## config.mk

```make
export PLATFORM = sky130hd
export DESIGN_NAME = slot_seq
export DESIGN_NICKNAME = d
export VERILOG_FILES = /design/src/rtl/slotseq_pkg.sv /design/src/rtl/slotseq_next.sv /design/src/rtl/slotseq_word.sv /design/src/rtl/slotseq_addr.sv /design/src/rtl/slot_seq.sv
export SDC_FILE = /design/constraint.sdc
export NUM_CORES = 1
export LEC_CHECK = 0
export ABC_AREA = 1
export BUFFER_PORTS_ARGS = -buffer_cell sky130_fd_sc_hd__buf_2
export CORE_UTILIZATION = 45
export DETAILED_ROUTE_END_ITERATION = 6
export PLACE_DENSITY = 0.76
export SYNTH_ARGS = -nofsm -noshare
export SYNTH_HDL_FRONTEND = slang
export SYNTH_SLANG_ARGS = --single-unit
```

## constraint.sdc

```tcl
create_clock -name clk -period 4.4 [get_ports clk]
set_input_delay 0 -clock clk [delete_from_list [all_inputs] [get_ports clk]]
set_output_delay 0 -clock clk [all_outputs]
set_load 0.02 [all_outputs]
```

## src/rtl/slotseq_pkg.sv

```systemverilog
package slotseq_pkg;

   // Kind of step decided one cycle ahead
   typedef enum logic [2:0] {
      STEP_LOAD,   // fetch state -> slot 1 of the freshly read word
      STEP_ADV,    // current slot -> following slot
      STEP_SKIP,   // current slot -> two slots over
      STEP_REP,    // back to slot 1 of the retained word
      STEP_FETCH   // next cycle fetches a new word
   } step_e;

endpackage

```

## src/rtl/slotseq_next.sv

```systemverilog
module slotseq_next
   import slotseq_pkg::*;
#(
   parameter int unsigned OP_W    = 6,
   parameter int unsigned SLOTS   = 5,
   parameter int unsigned ST_W    = 3,
   parameter int unsigned OP_SKIP = 2,
   parameter int unsigned OP_REP  = 3
) (
   input  logic            clk,
   input  logic            rst_n,
   input  logic [OP_W-1:0] cur_op,
   input  logic            cond_flag,
   input  logic            irq_pending,
   input  logic            rep_expire,
   output logic [ST_W-1:0] state,
   output logic [ST_W-1:0] nxt_state,
   output step_e           step
);

   localparam logic [OP_W-1:0] SKIP_C = OP_SKIP[OP_W-1:0];
   localparam logic [OP_W-1:0] REP_C  = OP_REP[OP_W-1:0];
   localparam logic [ST_W:0]   LAST_C = SLOTS[ST_W:0];
   localparam logic [ST_W-1:0] SLOT1  = {{(ST_W-1){1'b0}}, 1'b1};

   logic [ST_W:0] plus1;
   logic [ST_W:0] plus2;

   assign plus1 = {1'b0, state} + {{ST_W{1'b0}}, 1'b1};
   assign plus2 = {1'b0, state} + {{(ST_W-1){1'b0}}, 2'd2};

   always_comb begin
      step      = STEP_FETCH;
      nxt_state = '0;
      if (state == '0) begin
         step      = STEP_LOAD;
         nxt_state = SLOT1;
      end else if (cur_op == REP_C) begin
         if (!(irq_pending || rep_expire)) begin
            step      = STEP_REP;
            nxt_state = SLOT1;
         end
      end else if ((cur_op == SKIP_C) && !cond_flag) begin
         if (plus2 <= LAST_C) begin
            step      = STEP_SKIP;
            nxt_state = plus2[ST_W-1:0];
         end
      end else if (plus1 <= LAST_C) begin
         step      = STEP_ADV;
         nxt_state = plus1[ST_W-1:0];
      end
   end

   always_ff @(posedge clk or negedge rst_n) begin
      if (!rst_n) state <= '0;
      else        state <= nxt_state;
   end

   AST_STATE_RANGE: assert property (@(posedge clk) disable iff (!rst_n)
      {1'b0, state} <= LAST_C);
   AST_FETCH_THEN_SLOT1: assert property (@(posedge clk) disable iff (!rst_n)
      (rst_n && state == '0) |=> (state == SLOT1));
   AST_REP_LOOP: assert property (@(posedge clk) disable iff (!rst_n)
      (rst_n && state != '0 && cur_op == REP_C && !irq_pending && !rep_expire)
      |=> (state == SLOT1));
   AST_REP_BREAK: assert property (@(posedge clk) disable iff (!rst_n)
      (rst_n && state != '0 && cur_op == REP_C && (irq_pending || rep_expire))
      |=> (state == '0));
   AST_ADV_STEP: assert property (@(posedge clk) disable iff (!rst_n)
      (rst_n && state != '0 && {1'b0, state} < LAST_C && cur_op != REP_C
       && !(cur_op == SKIP_C && !cond_flag))
      |=> ({1'b0, state} == {1'b0, $past(state)} + 1'b1));

endmodule

```

## src/rtl/slotseq_word.sv

```systemverilog
module slotseq_word
   import slotseq_pkg::*;
#(
   parameter int unsigned OP_W   = 6,
   parameter int unsigned WORD_W = 32
) (
   input  logic              clk,
   input  logic              rst_n,
   input  step_e             step,
   input  logic [WORD_W-1:0] mem_rdata,
   output logic [OP_W-1:0]   cur_raw,
   output logic [OP_W-1:0]   nxt_op
);

   localparam int unsigned TAPS = 2;

   logic [WORD_W-1:0] work_q;   // shifted copy
   logic [WORD_W-1:0] keep_q;   // unshifted copy
   logic [OP_W-1:0]   tap [TAPS];

   // tap[0]: opcode one slot over, tap[1]: two slots over
   for (genvar k = 0; k < TAPS; k++) begin : g_tap
      if ((k + 2) * OP_W <= WORD_W) begin : g_fit
         assign tap[k] = work_q[(k+1)*OP_W +: OP_W];
      end else begin : g_none
         assign tap[k] = '0;
      end
   end

   assign cur_raw = work_q[OP_W-1:0];

   always_comb begin
      case (step)
         STEP_LOAD: nxt_op = mem_rdata[OP_W-1:0];
         STEP_ADV:  nxt_op = tap[0];
         STEP_SKIP: nxt_op = tap[1];
         STEP_REP:  nxt_op = keep_q[OP_W-1:0];
         default:   nxt_op = '0;
      endcase
   end

   always_ff @(posedge clk or negedge rst_n) begin
      if (!rst_n) begin
         work_q <= '0;
         keep_q <= '0;
      end else begin
         case (step)
            STEP_LOAD: begin
               work_q <= mem_rdata;
               keep_q <= mem_rdata;
            end
            STEP_ADV:  work_q <= work_q >> OP_W;
            STEP_SKIP: work_q <= work_q >> (2 * OP_W);
            STEP_REP:  work_q <= keep_q;
            default:   work_q <= work_q;
         endcase
      end
   end

   AST_LOOKAHEAD_OP: assert property (@(posedge clk) disable iff (!rst_n)
      (rst_n && step != STEP_FETCH) |=> (cur_raw == $past(nxt_op)));

endmodule

```

## src/rtl/slotseq_addr.sv

```systemverilog
module slotseq_addr #(
   parameter int unsigned OP_W   = 6,
   parameter int unsigned ST_W   = 3,
   parameter int unsigned ADDR_W = 8,
   parameter int unsigned OP_LIT = 1,
   parameter int unsigned OP_USEB = 4
) (
   input  logic              clk,
   input  logic              rst_n,
   input  logic              consume,
   input  logic [ST_W-1:0]   nxt_state,
   input  logic [OP_W-1:0]   nxt_op,
   input  logic [ADDR_W-1:0] a_addr,
   input  logic [ADDR_W-1:0] b_addr,
   output logic [ADDR_W-1:0] ram_addr,
   output logic [ADDR_W-1:0] ip
);

   localparam logic [OP_W-1:0] LIT_C  = OP_LIT[OP_W-1:0];
   localparam logic [OP_W-1:0] USEB_C = OP_USEB[OP_W-1:0];

   logic [ADDR_W-1:0] ip_d;
   logic              want_ip;

   assign ip_d    = ip + {{(ADDR_W-1){1'b0}}, consume};
   assign want_ip = (nxt_state == '0) || (nxt_op == LIT_C);

   always_comb begin
      if (!rst_n)          ram_addr = '0;
      else if (want_ip)    ram_addr = ip_d;
      else if (nxt_op == USEB_C) ram_addr = b_addr;
      else                 ram_addr = a_addr;
   end

   always_ff @(posedge clk or negedge rst_n) begin
      if (!rst_n) ip <= '0;
      else        ip <= ip_d;
   end

   AST_FETCH_ADDR: assert property (@(posedge clk) disable iff (!rst_n)
      (rst_n && nxt_state == '0) |=> (ip == $past(ram_addr)));
   AST_LIT_ADDR: assert property (@(posedge clk) disable iff (!rst_n)
      (rst_n && nxt_state != '0 && nxt_op == LIT_C) |=> (ip == $past(ram_addr)));
   AST_IP_STEP: assert property (@(posedge clk) disable iff (!rst_n)
      rst_n |=> (ip == $past(ip) || ip == $past(ip) + 1'b1));

endmodule

```

## src/rtl/slot_seq.sv

```systemverilog
module slot_seq
   import slotseq_pkg::*;
#(
   parameter int unsigned OP_W    = 6,
   parameter int unsigned SLOTS   = 5,
   parameter int unsigned WORD_W  = 32,
   parameter int unsigned ADDR_W  = 8,
   parameter int unsigned OP_LIT  = 1,
   parameter int unsigned OP_SKIP = 2,
   parameter int unsigned OP_REP  = 3,
   parameter int unsigned OP_USEB = 4
) (
   input  logic              clk,
   input  logic              rst_n,
   input  logic [WORD_W-1:0] mem_rdata,
   input  logic              irq_pending,
   input  logic              rep_expire,
   input  logic              cond_flag,
   input  logic [ADDR_W-1:0] a_addr,
   input  logic [ADDR_W-1:0] b_addr,
   output logic [$clog2(SLOTS+1)-1:0] state_o,
   output logic [OP_W-1:0]   cur_op,
   output logic [OP_W-1:0]   nxt_op,
   output logic [ADDR_W-1:0] ram_addr,
   output logic [ADDR_W-1:0] ip_o
);

   localparam int unsigned ST_W = $clog2(SLOTS + 1);
   localparam logic [OP_W-1:0] LIT_C = OP_LIT[OP_W-1:0];

   if (OP_W * SLOTS > WORD_W) begin : g_chk_pack
      $error("slot_seq: SLOTS opcodes of OP_W bits do not fit in WORD_W");
   end
   if (SLOTS < 2) begin : g_chk_slots
      $error("slot_seq: at least two slots are needed");
   end
   if (OP_W < 3) begin : g_chk_opw
      $error("slot_seq: OP_W too narrow for the special codes");
   end

   logic [ST_W-1:0] nxt_state;
   logic [OP_W-1:0] cur_raw;
   step_e           step;
   logic            consume;

   slotseq_next #(
      .OP_W(OP_W), .SLOTS(SLOTS), .ST_W(ST_W),
      .OP_SKIP(OP_SKIP), .OP_REP(OP_REP)
   ) u_next (
      .clk(clk), .rst_n(rst_n), .cur_op(cur_raw), .cond_flag(cond_flag),
      .irq_pending(irq_pending), .rep_expire(rep_expire),
      .state(state_o), .nxt_state(nxt_state), .step(step)
   );

   slotseq_word #(.OP_W(OP_W), .WORD_W(WORD_W)) u_word (
      .clk(clk), .rst_n(rst_n), .step(step), .mem_rdata(mem_rdata),
      .cur_raw(cur_raw), .nxt_op(nxt_op)
   );

   assign cur_op  = (state_o == '0) ? '0 : cur_raw;
   assign consume = (state_o == '0) || (cur_raw == LIT_C);

   slotseq_addr #(
      .OP_W(OP_W), .ST_W(ST_W), .ADDR_W(ADDR_W),
      .OP_LIT(OP_LIT), .OP_USEB(OP_USEB)
   ) u_addr (
      .clk(clk), .rst_n(rst_n), .consume(consume), .nxt_state(nxt_state),
      .nxt_op(nxt_op), .a_addr(a_addr), .b_addr(b_addr),
      .ram_addr(ram_addr), .ip(ip_o)
   );

   AST_FETCH_NO_OP: assert property (@(posedge clk) disable iff (!rst_n)
      (rst_n && nxt_state == '0) |=> (cur_op == '0));

endmodule

```

# Yosys cells after proc, flatten, opt, wreduce, memory -nomap -nowiden
# Index checks and enable logic that the tools add are counted.
# totals
elab_cells,44
inputBits,53
ram_bits,0
romBits,0
mem_count,0
latchBits,0
reg_bits,75
out_inout_bits,31
# op_classes
n_bitwise,0
n_mux,18
reduce_logical,9
div,0
mul,0
magnitude_cmp,2
eq_ne,8
addsub,3
shifts,0
# ops
cell,n
$pmux 32 s4,1
$mux 3,11
$mux 8,3
$pmux 6 s4,1
$eq 6x1->1 const B,2
$eq 6x2->1 const B,2
$logic_not 3->1,3
$add 8x1->8,1
$le 4x3->1 const B,2
$eq 3x2->1 const B,2
$eq 6x3->1 const B,1
$mux 6,1
$add 3x1->4 const B,1
$add 3x2->4 const B,1
$reduce_bool 4->1,1
$eq 3x1->1 const B,1
$logic_or 1x1->1,3
$logic_and 1x1->1,1
$logic_not 1->1,1
$mux 1,1

# Depth between registers and ports, before layout
# Gate-level depths: netlist (run 1).
# logic_depth
word_depth,12
depth_mapped,21
mapped_depth_nobuf,20

# Cells and area by module
# A second synthesis (run 1) with hierarchy kept.
# hier_totals
cells_unflattened,658
area_unflattened_um2,4605.7
# by_module_without_submodules
mod,area_each_um2,n_inst,cells_each,seq_area_each_um2
slotseq_word,3364.5,1,448,1601.5
slotseq_addr,745.7,1,118,200.2
slotseq_next,415.4,1,71,75.1
slot_seq,80.1,1,21,0.0

# Least setup slack after synthesis (run 1)
# Ideal clock, no wire load.
# synth_path
kind,register to output
startpoint,register u_next.state[0]
endpoint,output ram_addr[6]
path_buffers,3
required_time_ns,4.400
t_arrival_ns,2.765
path_slack_ns,1.635
stages_incl_launch_ff,16
cell_sequence,dfrtp_1 > inv_1 > ha_1 > nand2_1 > buf_2 > buf_2 > buf_1 > o31ai_1 > ha_1 > ha_1 > nand3_1 > nand3b_1 > xor2_1 > nand2_1 > nand2_1 > nor2_1
# synth_via
elab_chain_cells,12
elab_cells_between_ends,29
classes_between,add/sub: 3; order compare: 2; eq/ne: 5; mux: 14; reduce/logical: 5
# synth_rtl
element,line,rtl
start: declaration,slotseq_next.sv:16,"output logic [ST_W-1:0] state,"
start signal: assignment,slotseq_next.sv:56,else state <= nxt_state;
$add 3x1->4 / $add 3x2->4 (equally long branches),"slotseq_next.sv:29, slotseq_next.sv:30",
$le 4x3->1 (on tied branches),"slotseq_next.sv:48, slotseq_next.sv:44",
$mux 3 (on tied branches),"slotseq_next.sv:48, slotseq_next.sv:44",
$mux 3,slotseq_next.sv:43,end else if ((cur_op == SKIP_C) && !cond_flag) begin
$mux 3,slotseq_next.sv:38,end else if (cur_op == REP_C) begin
$mux 3,slotseq_next.sv:35,if (state == '0) begin
$eq 3x2->1 (tied with other cells),slotseq_word.sv:33,case (step)
$pmux 6 s4,slotseq_word.sv:33,
$eq 6x3->1 / $eq 6x1->1 (equally long branches),"slotseq_addr.sv:31, slotseq_addr.sv:26",
$mux 8 / $logic_or 1x1->1 (equally long branches),"slotseq_addr.sv:31, slotseq_addr.sv:26",
$mux 8 (*),slotseq_addr.sv:30,else if (want_ip) ram_addr = ip_d;
$mux 8 (*),slotseq_addr.sv:29,if (!rst_n) ram_addr = '0;
end: declaration,slot_seq.sv:24,"output logic [ADDR_W-1:0] ram_addr,"
# Mark *: on every way between the ends. The rest lies on a longest branch, timed or not.

# Final worst setup path (run 1)
# layout_path
startpoint,register u_next.state[1]
endpoint,output ram_addr[1]
# The elaborated chain is that of the path after synthesis.

==> metrics.md, run 1 <==
| Metric | Value |
|---|---|
| Outcome | finished, final reports clean |
| CP endpoint kind | output port |
| Clock-pin slew on the worst setup and hold paths | 0.08 ns |
| RSZ-0062 raised after global routing | false |
| Post-Place Cells | 659 |
| IO Port Bufs | 83 |
| Min Clock Period, post-route | 3.67 ns |
| Site Rows | 33 |
| Max Transition Viols Final | 0 |
| Gr usage total | 0.233 |
| VDD IR max | 0.345 mV |
| Fin. Hold Viols | 0 |
| Drt wl/cell | 14.1 um |
| Num CTS Buffers | 9 |
| Final WL | 9960 um |
| Post-DP Area | 0.00443 mm2 |
| Post-DP HPWL | 6790 um |
| # IOs | 84 |
| Post-synthesis cell count | 485 |
| CP startpoint kind | flop |
| Dpl ws | 1.14 ns |
| Clk pwr share | 0.180 |
| Switching Share | 0.469 |
| Die Wd | 95.6 um |
| Commonest non-fill, non-tap cell in the layout | nand2_1 |
| Syn nets | 547 |
| Synth Area in Simple Gates | 0.284 |
| Fin nets | 660 |
| Combinational cell fraction of total power | 0.518 |
| Clk_lat worst skew | 0.35 ns |
| Post-route clock period utilization | 0.835 |
| P_leak | 2.68 nW |
| Routability congestion estimate from global placement | 0.855 |
| Diodes inserted | 0 |
| Switching component of the power | 1.86 mW |
| Final WS setup | 0.726 ns |
| PwrDens | 788 mW/mm2 |
| Final non-filler cell total | 708 |
| Async SR Flop Fraction | 1.00 |
| Vias in the first global route | 3622 |
| Total Neg Setup Slack | 0 ns |
| Pwr Total | 3.97 mW |
| Layout area overhead | 27.5% |
| Max_cap viols | 0 |
| Most frequent cells in the layout | 146 x nand2_1, 82 x buf_2, 75 x dfrtp_1 |
| Yosys reg bits | 75 |
| Tightest Pin Transition | 0.891 ns |
| WP data required | 4.40 ns |
| Post-layout util | 0.603 |
| Post-CTS sizing | 0 |
| HP Class | input port to flop |
| Antenna-violating nets left | 0 |
| CP Data Arrival Time | 3.67 ns |
| Initial Utilization | 0.473 |
| CTS tree | done |
| Compound-gate portion of the synthesized area | 0.110 |
| Multiplexer share of the synthesized area | 0 |
| Hold WS | 0.0700 ns |
| Fmax achieved | 272 MHz |
| Synth Area in XOR/XNOR | 0.0155 |
| Post-synth EDFFs | 0 |
| Avg Cell Area, Syn | 8.14 um2 |
| Height of the chip | 95.6 um |
| # setup viols final | 0 |
| Main synth FF type | dfrtp_1 |
| Synthesized-area fraction occupied by adder cells | 0.0285 |
| Die Footprint | 0.00915 mm2 |
| First-pass GRT wire length | 16300 um |
| Share of layout cells above drive strength 1 | 0.217 |
| Design Area, Final | 0.00503 mm2 |
| Initial antenna violation count | 0 |
| Part of the power in registers | 0.302 |
| Synth warn | 0 |
| Drt first pass iters | 5 |
| CTS sink count | 75 |
| Residual DRC count | 0 |
| Largest net degree at the start of global routing | 58 |
| Starting DRT DRC Count | 260 |
| Gr ovfl total | 0 |
| Crit Path Max Fanout | 57 |
| DR vias | 3653 |
| Slew HR | 0.404 |
| Post-CTS Setup Bufs | 0 |
| Post-Syn Area | 0.00395 mm2 |
| Clk_skew | 0.00881 ns |
| Setup CP Type | flop to output port |
| Clock buffer depth | 2 |
| Clock Root Buffer | clkbuf_8 |
| H-tree Lvls | 3 |
| P_int | 2.11 mW |
| Post-synth cell types | 40 |
| Main combinational cell family by area after synthesis | simple AND/OR/NAND/NOR gates |
| Sequential area share after synthesis | 0.476 |
| Vias per cell | 5.16 |
| Core Region | 0.00834 mm2 |
## flip-flops by register name (all words and copies together), names as in the netlist
signal	count
u_word.work_q	32
u_next.state	3
u_word.keep_q	32
u_addr.ip	8
## power by group through the flow
stage | combinational [mW] | sequential [mW] | clock (mW)
after global placement | 1.96 | 1.19 | 0
after CTS | 2.06 | 1.19 | 0.726
after global routing | 2.31 | 1.23 | 0.754
after floorplan | 1.48 | 1.21 | 0
after detailed placement | 2.02 | 1.20 | 0
final | 2.05 | 1.20 | 0.715
## area by class of cell
class	count	area, um2
inverter	65	245
tap	105	131
timing repair buffer	120	778
fill	735	3310
clock inverter	7	146
multi-input combinational	327	1730
clock buffer	9	124
sequential	75	1880
## logic make-up after synthesis
group                    after synthesis
adder cells (fa/ha/maj)                9
buffers and inverters                 83
flip-flops                            75
AO/OA/AOI/OAI                         65
AND/OR/NAND/NOR                      246
XOR/XNOR                               7
## metal layers
metal  vias up  GRT usage  part of all wire
met3        18     0.0399             0.050
met1      1732      0.300              0.45
met5         -          0                 0
met4         0     0.0858             0.018
met2       116      0.393              0.48
li1       1787          -                 -
## Yosys cell counts (7+ instances only)
cell type	n	area (um2)
nand2_2	7	43.8
dfrtp_1	75	1880
clkbuf_1	9	33.8
nand2_1	146	548
a221oi_1	8	70.1
nor2_1	39	146
xor2_1	7	61.3
inv_1	60	225
nand4_1	8	50.1
ha_1	9	113
o21ai_0	23	115
nor2_2	7	43.8
nand3_1	25	125
## path summary, 6_finish.rpt
check / from / endpoint / slack [ns] / depth (start not counted)
worst max-delay path: u_next.state[1]$_DFF_PN0_ / ram_addr[1] / 0.73 / 17
worst min-delay path: irq_pending / u_next.state[0]$_DFF_PN0_ / 0.07 / 4
worst max register to register: u_next.state[1]$_DFF_PN0_ / u_word.work_q[16]$_DFFE_PN0P_ / 1.18 / 11
worst min register to register: u_word.keep_q[6]$_DFFE_PN0N_ / u_word.keep_q[6]$_DFFE_PN0N_ / 0.49 / 2
max in group asynchronous: rst_n / u_next.state[0]$_DFF_PN0_ / 3.30 / 3
min in group asynchronous: rst_n / u_word.work_q[7]$_DFFE_PN0P_ / 0.08 / 2
## what timing repair did
| item | CTS | global route |
|---|---|---|
| endpoints found under the hold margin | 77 | 0 |
| setup endpoints to repair | 0 | 0 |
| hold buffers | 33 | 0 |
## worst max-delay path, cell delays in order (launching register included)
cell     delay [ns]
dfrtp_1        0.46
inv_1          0.12
ha_1           0.19
nand2_1        0.06
buf_4          0.30
inv_1          0.07
buf_4          0.29
nor2_1         0.61
nand2_1        0.14
o21ai_1        0.14
nor2_2         0.11
nor2_4         0.21
nand2_2        0.15
nand2_1        0.09
nand2_1        0.05
nor2_1         0.11
nor2_1         0.05
buf_2          0.15
No activity file was read; power rests on OpenSTA's default activity.
==> inputs of run 2 (changes only) <==
- ABC_AREA: 1 -> 0
- clock period: 4.4 -> 3.8 ns (I/O delays scaled with it)
==> run 2 against run 1 <==
Against the previous run: the run now ends with design-rule violations left; hold slack better by 0.12 ns; critical path depth fell by 6; via count fell by 1.2%; first-iteration DRC count is 94% higher; die area decreased by 3.4%; combinational power is 15% higher; register-to-register slack got worse by 0.19 ns.
==> metrics.md, run 2 <==
| Metric | Value |
|---|---|
| Outcome | finished with violations |
| Violated checks | design-rule violations |
| Fmax achieved | 281 MHz |
| Combinational cell fraction of total power | 0.513 (-0.005) |
| Die Wd | 94.0 um (-1.7%) |
| Main synth FF type | dfrtp_1 |
| CP Data Arrival Time | 3.56 ns (-0.11 ns) |
| Worst path cell trace | inv_1 -> ha_1 -> nor3b_1 -> buf_4 -> a311oi_1 -> and2_4 -> a221o_1 -> or4_4 -> o22a_4 -> a221oi_1 -> buf_2 |
| CP max stage delay | 0.64 ns (+0.03 ns) |
| Clk pwr share | 0.167 (-0.013) |
| Fin. Hold Viols | 0 (unchanged) |
| Routability congestion estimate from global placement | 0.874 (+2.2%) |
| Gr ovfl total | 0 (unchanged) |
| Min Clock Period, post-route | 3.56 ns |
| Most common cell in the synthesized netlist | nand2_1 |
| CP bufs+invs | 3 (-2) |
| Num CTS Buffers | 9 (unchanged) |
| Largest net degree at the start of global routing | 84 (+45%) |
| Antenna-violating nets left | 0 (unchanged) |
| Post-synth EDFFs | 0 (unchanged) |
| DR vias | 3610 (-1.2%) |
| Drt wl/cell | 16.4 um (+16%) |
| Clk_skew | 0.0114 ns (+0.00262 ns) |
| Slew HR | 0.315 (-0.0893) |
| Layout area overhead | 29.2% |
| PwrDens | 932 mW/mm2 (+18%) |
| # setup viols final | 0 (unchanged) |
| Switching Share | 0.454 (-0.0152) |
| Max Transition Viols Final | 0 (unchanged) |
| IO Port Bufs | 83 (unchanged) |
| CTS sink count | 75 (unchanged) |
| Sequential area share after synthesis | 0.493 (+0.0173) |
| Post-Syn Area | 0.00381 mm2 (-3.5%) |
| Post-CTS Setup Bufs | 0 (unchanged) |
| Synth top area share | 0.493 (+0.0173) |
| Avg Cell Area, Syn | 9.35 um2 (+15%) |
| Crit Path Max Fanout | 11 (-81%) |
| Hold WS | 0.193 ns (+0.123 ns) |
| Initial Utilization | 0.463 (-0.00977) |
| Tightest Pin Transition | 1.03 ns (+0.137 ns) |
| Commonest non-fill, non-tap cell in the layout | nand2_1 |
| Most frequent cells in the layout | 115 x nand2_1, 82 x buf_2, 73 x dfrtp_1 |
| Clock buffer depth | 2 (unchanged) |
| Clock Root Buffer | clkbuf_8 |
| CP startpoint kind | flop |
| Die Footprint | 0.00883 mm2 (-3.4%) |
| Synth area leaders | dfrtp_1 49%, nand2_1 11%, a222oi_1 6.8%, ha_1 3.0%, inv_1 2.9% |
| Yosys reg bits | 75 (unchanged) |
| Vias in the first global route | 3401 (-6.1%) |
| Multi-input logic area | 0.00173 mm2 (unchanged) |
| Clock-pin slew on the worst setup and hold paths | 0.08 ns (about the same) |
| Gr usage total | 0.249 (+0.0157) |
| P_leak | 2.50 nW (-6.6%) |
| Height of the chip | 94.0 um (-1.7%) |
| Initial antenna violation count | 0 (unchanged) |
| Core Region | 0.00822 mm2 (-1.5%) |
| Drt first pass iters | 7 (+2) |
| HP Class | input port to flop |
| Top delay family on crit path | simple AND/OR/NAND/NOR gates |
| Diodes inserted | 0 (unchanged) |
| Post-synthesis cell count | 407 (-16%) |
| P_int | 2.50 mW (+19%) |
| Part of the power in registers | 0.320 (+0.018) |
| FILL cells | 716 (-2.6%) |
| Starting DRT DRC Count | 504 (+94%) |
| Cell taking the most area after synthesis | dfrtp_1 |
| Vias per cell | 5.75 (+11%) |
| CP endpoint kind | output port |
| Switching component of the power | 2.08 mW (+12%) |
| Post-synth cell types | 37 (-7.5%) |
| Share of layout cells above drive strength 1 | 0.233 (+0.0160) |
| Register area | 0.00188 mm2 (+0.13%) |
| # IOs | 84 (unchanged) |
| First-pass GRT wire length | 16900 um (+3.7%) |
| Residual DRC count | 15 (+15) |
| Clk_lat worst skew | 0.36 ns (about the same) |
| Largest registers | u_word.keep_q: 32 flops, u_word.work_q: 32 flops, u_addr.ip: 8 flops |
| Syn nets | 469 (-14%) |
| Total Neg Setup Slack | 0 ns (unchanged) |
| Site Rows | 33 (unchanged) |
| H-tree Lvls | 3 (unchanged) |
| Synth warn | 0 (unchanged) |
| Fin nets | 580 (-12%) |
| RSZ-0062 raised after global routing | false |
| Final WL | 10300 um (+3.1%) |
| WP data required | 3.80 ns (-0.60 ns) |
| CTS tree | done |
| Post-DP HPWL | 6870 um (+1.2%) |
| Max_cap viols | 0 (unchanged) |
| Top post-synthesis cells by count | 115 x nand2_1, 75 x dfrtp_1, 29 x inv_1, 26 x a222oi_1, 20 x o21ai_0 |
| VDD IR max | 0.381 mV (+10%) |
| Post-route clock period utilization | 0.936 |
| Async SR Flop Fraction | 1.00 (unchanged) |
| Setup CP Type | flop to output port |
| Crit path max-delay cell type | or4_4 |
[run 2: cell types whose count changed in the layout (fill, tap and decap cells not counted), moves of 7 or more]
cell	change
nor2_2	-7
nand2_2	-7
o41ai_1	+11
a22oi_1	+12
nand4_1	-7
nand2_1	-31
nor2_1	-31
inv_1	-31
a222oi_1	+26
and2_1	+9
nand3_1	-20
[run 2: logic make-up (layout without fill, tap and decap cells)]
group,Yosys count,in the layout,synth area share
XOR/XNOR,7,7,0.0161
AND/OR/NAND/NOR,158,158,0.181
flip-flops,75,75,0.493
buffers and inverters,55,171,0.0582
AO/OA/AOI/OAI,103,103,0.222
adder cells (fa/ha/maj),9,9,0.0296
[run 2: power groups by stage]
stage | registers (mW) | logic [mW] | clock network [mW]
after floorplan | 1.44 | 1.63 | 0
after global placement | 1.46 | 2.23 | 0
after detailed placement | 1.47 | 2.29 | 0
after CTS | 1.46 | 2.32 | 0.777
after global routing | 1.51 | 2.63 | 0.806
final | 1.47 | 2.35 | 0.764
[run 2: routing by layer]
layer  track usage  share of wire
met3        0.0477          0.069
met5             0              0
met2         0.391           0.47
met1         0.337           0.44
met4         0.105          0.026
[run 2: final timing paths]
| check | start | to | slack [ns] | cells after the start |
|---|---|---|---|---|
| hold / removal | irq_pending | u_next.state[0]$_DFF_PN0_ | 0.19 | 4 |
| setup / recovery | u_next.state[0]$_DFF_PN0_ | ram_addr[4] | 0.24 | 11 |
| min in group asynchronous | rst_n | u_next.state[2]$_DFF_PN0_ | 0.34 | 2 |
| max in group asynchronous | rst_n | u_next.state[1]$_DFF_PN0_ | 2.78 | 2 |
| hold reg to reg | u_word.keep_q[20]$_DFFE_PN0N_ | u_word.keep_q[20]$_DFFE_PN0N_ | 0.48 | 2 |
| setup reg to reg | u_next.state[2]$_DFF_PN0_ | u_word.work_q[27]$_DFFE_PN0P_ | 0.99 | 11 |
[run 2: timing repair]
| action | 4_1_cts | 5_1_grt |
|---|---|---|
| hold buffers | 33 | 0 |
| endpoints found under the hold margin | 133 | 0 |
| gates resized for setup | 0 | 6 |
| setup endpoints to repair | 0 | 8 |
[run 2: stage by stage]
stage / cells / setup slack, ns / total power [mW] / area [um2] / utilization
after global routing: 628 / 0.0312 / 4.94 / 4920 / 0.599
after global placement: 579 / 0.536 / 3.69 / 4330 / 0.527
final: 628 / 0.244 / 4.58 / 4920 / 0.599
after floorplan: 407 / 0.228 / 3.07 / 3810 / -
after detailed placement: 579 / 0.399 / 3.76 / 4330 / 0.527
after CTS: 628 / 0.00764 / 4.56 / 4910 / 0.597
[run 2: layout make-up]
type,instances,area share
Sequential cell,75,0.382
Multi-Input combinational cell,277,0.351
Timing Repair Buffer,126,0.167
Tap cell,105,0.0267
Clock buffer,9,0.0252
Clock inverter,7,0.0252
Inverter,29,0.0221
[run 2: worst reg2reg max path, stage by stage (launching register included)]
cell and delay, ns:
dfrtp_2 0.45, inv_1 0.08, ha_1 0.30, nor2b_1 0.14
a2bb2oi_1 0.21, buf_4 0.18, o21bai_1 0.08, a21oi_1 0.15
buf_4 0.24, and2_1 0.64, a222oi_1 0.19, inv_1 0.09
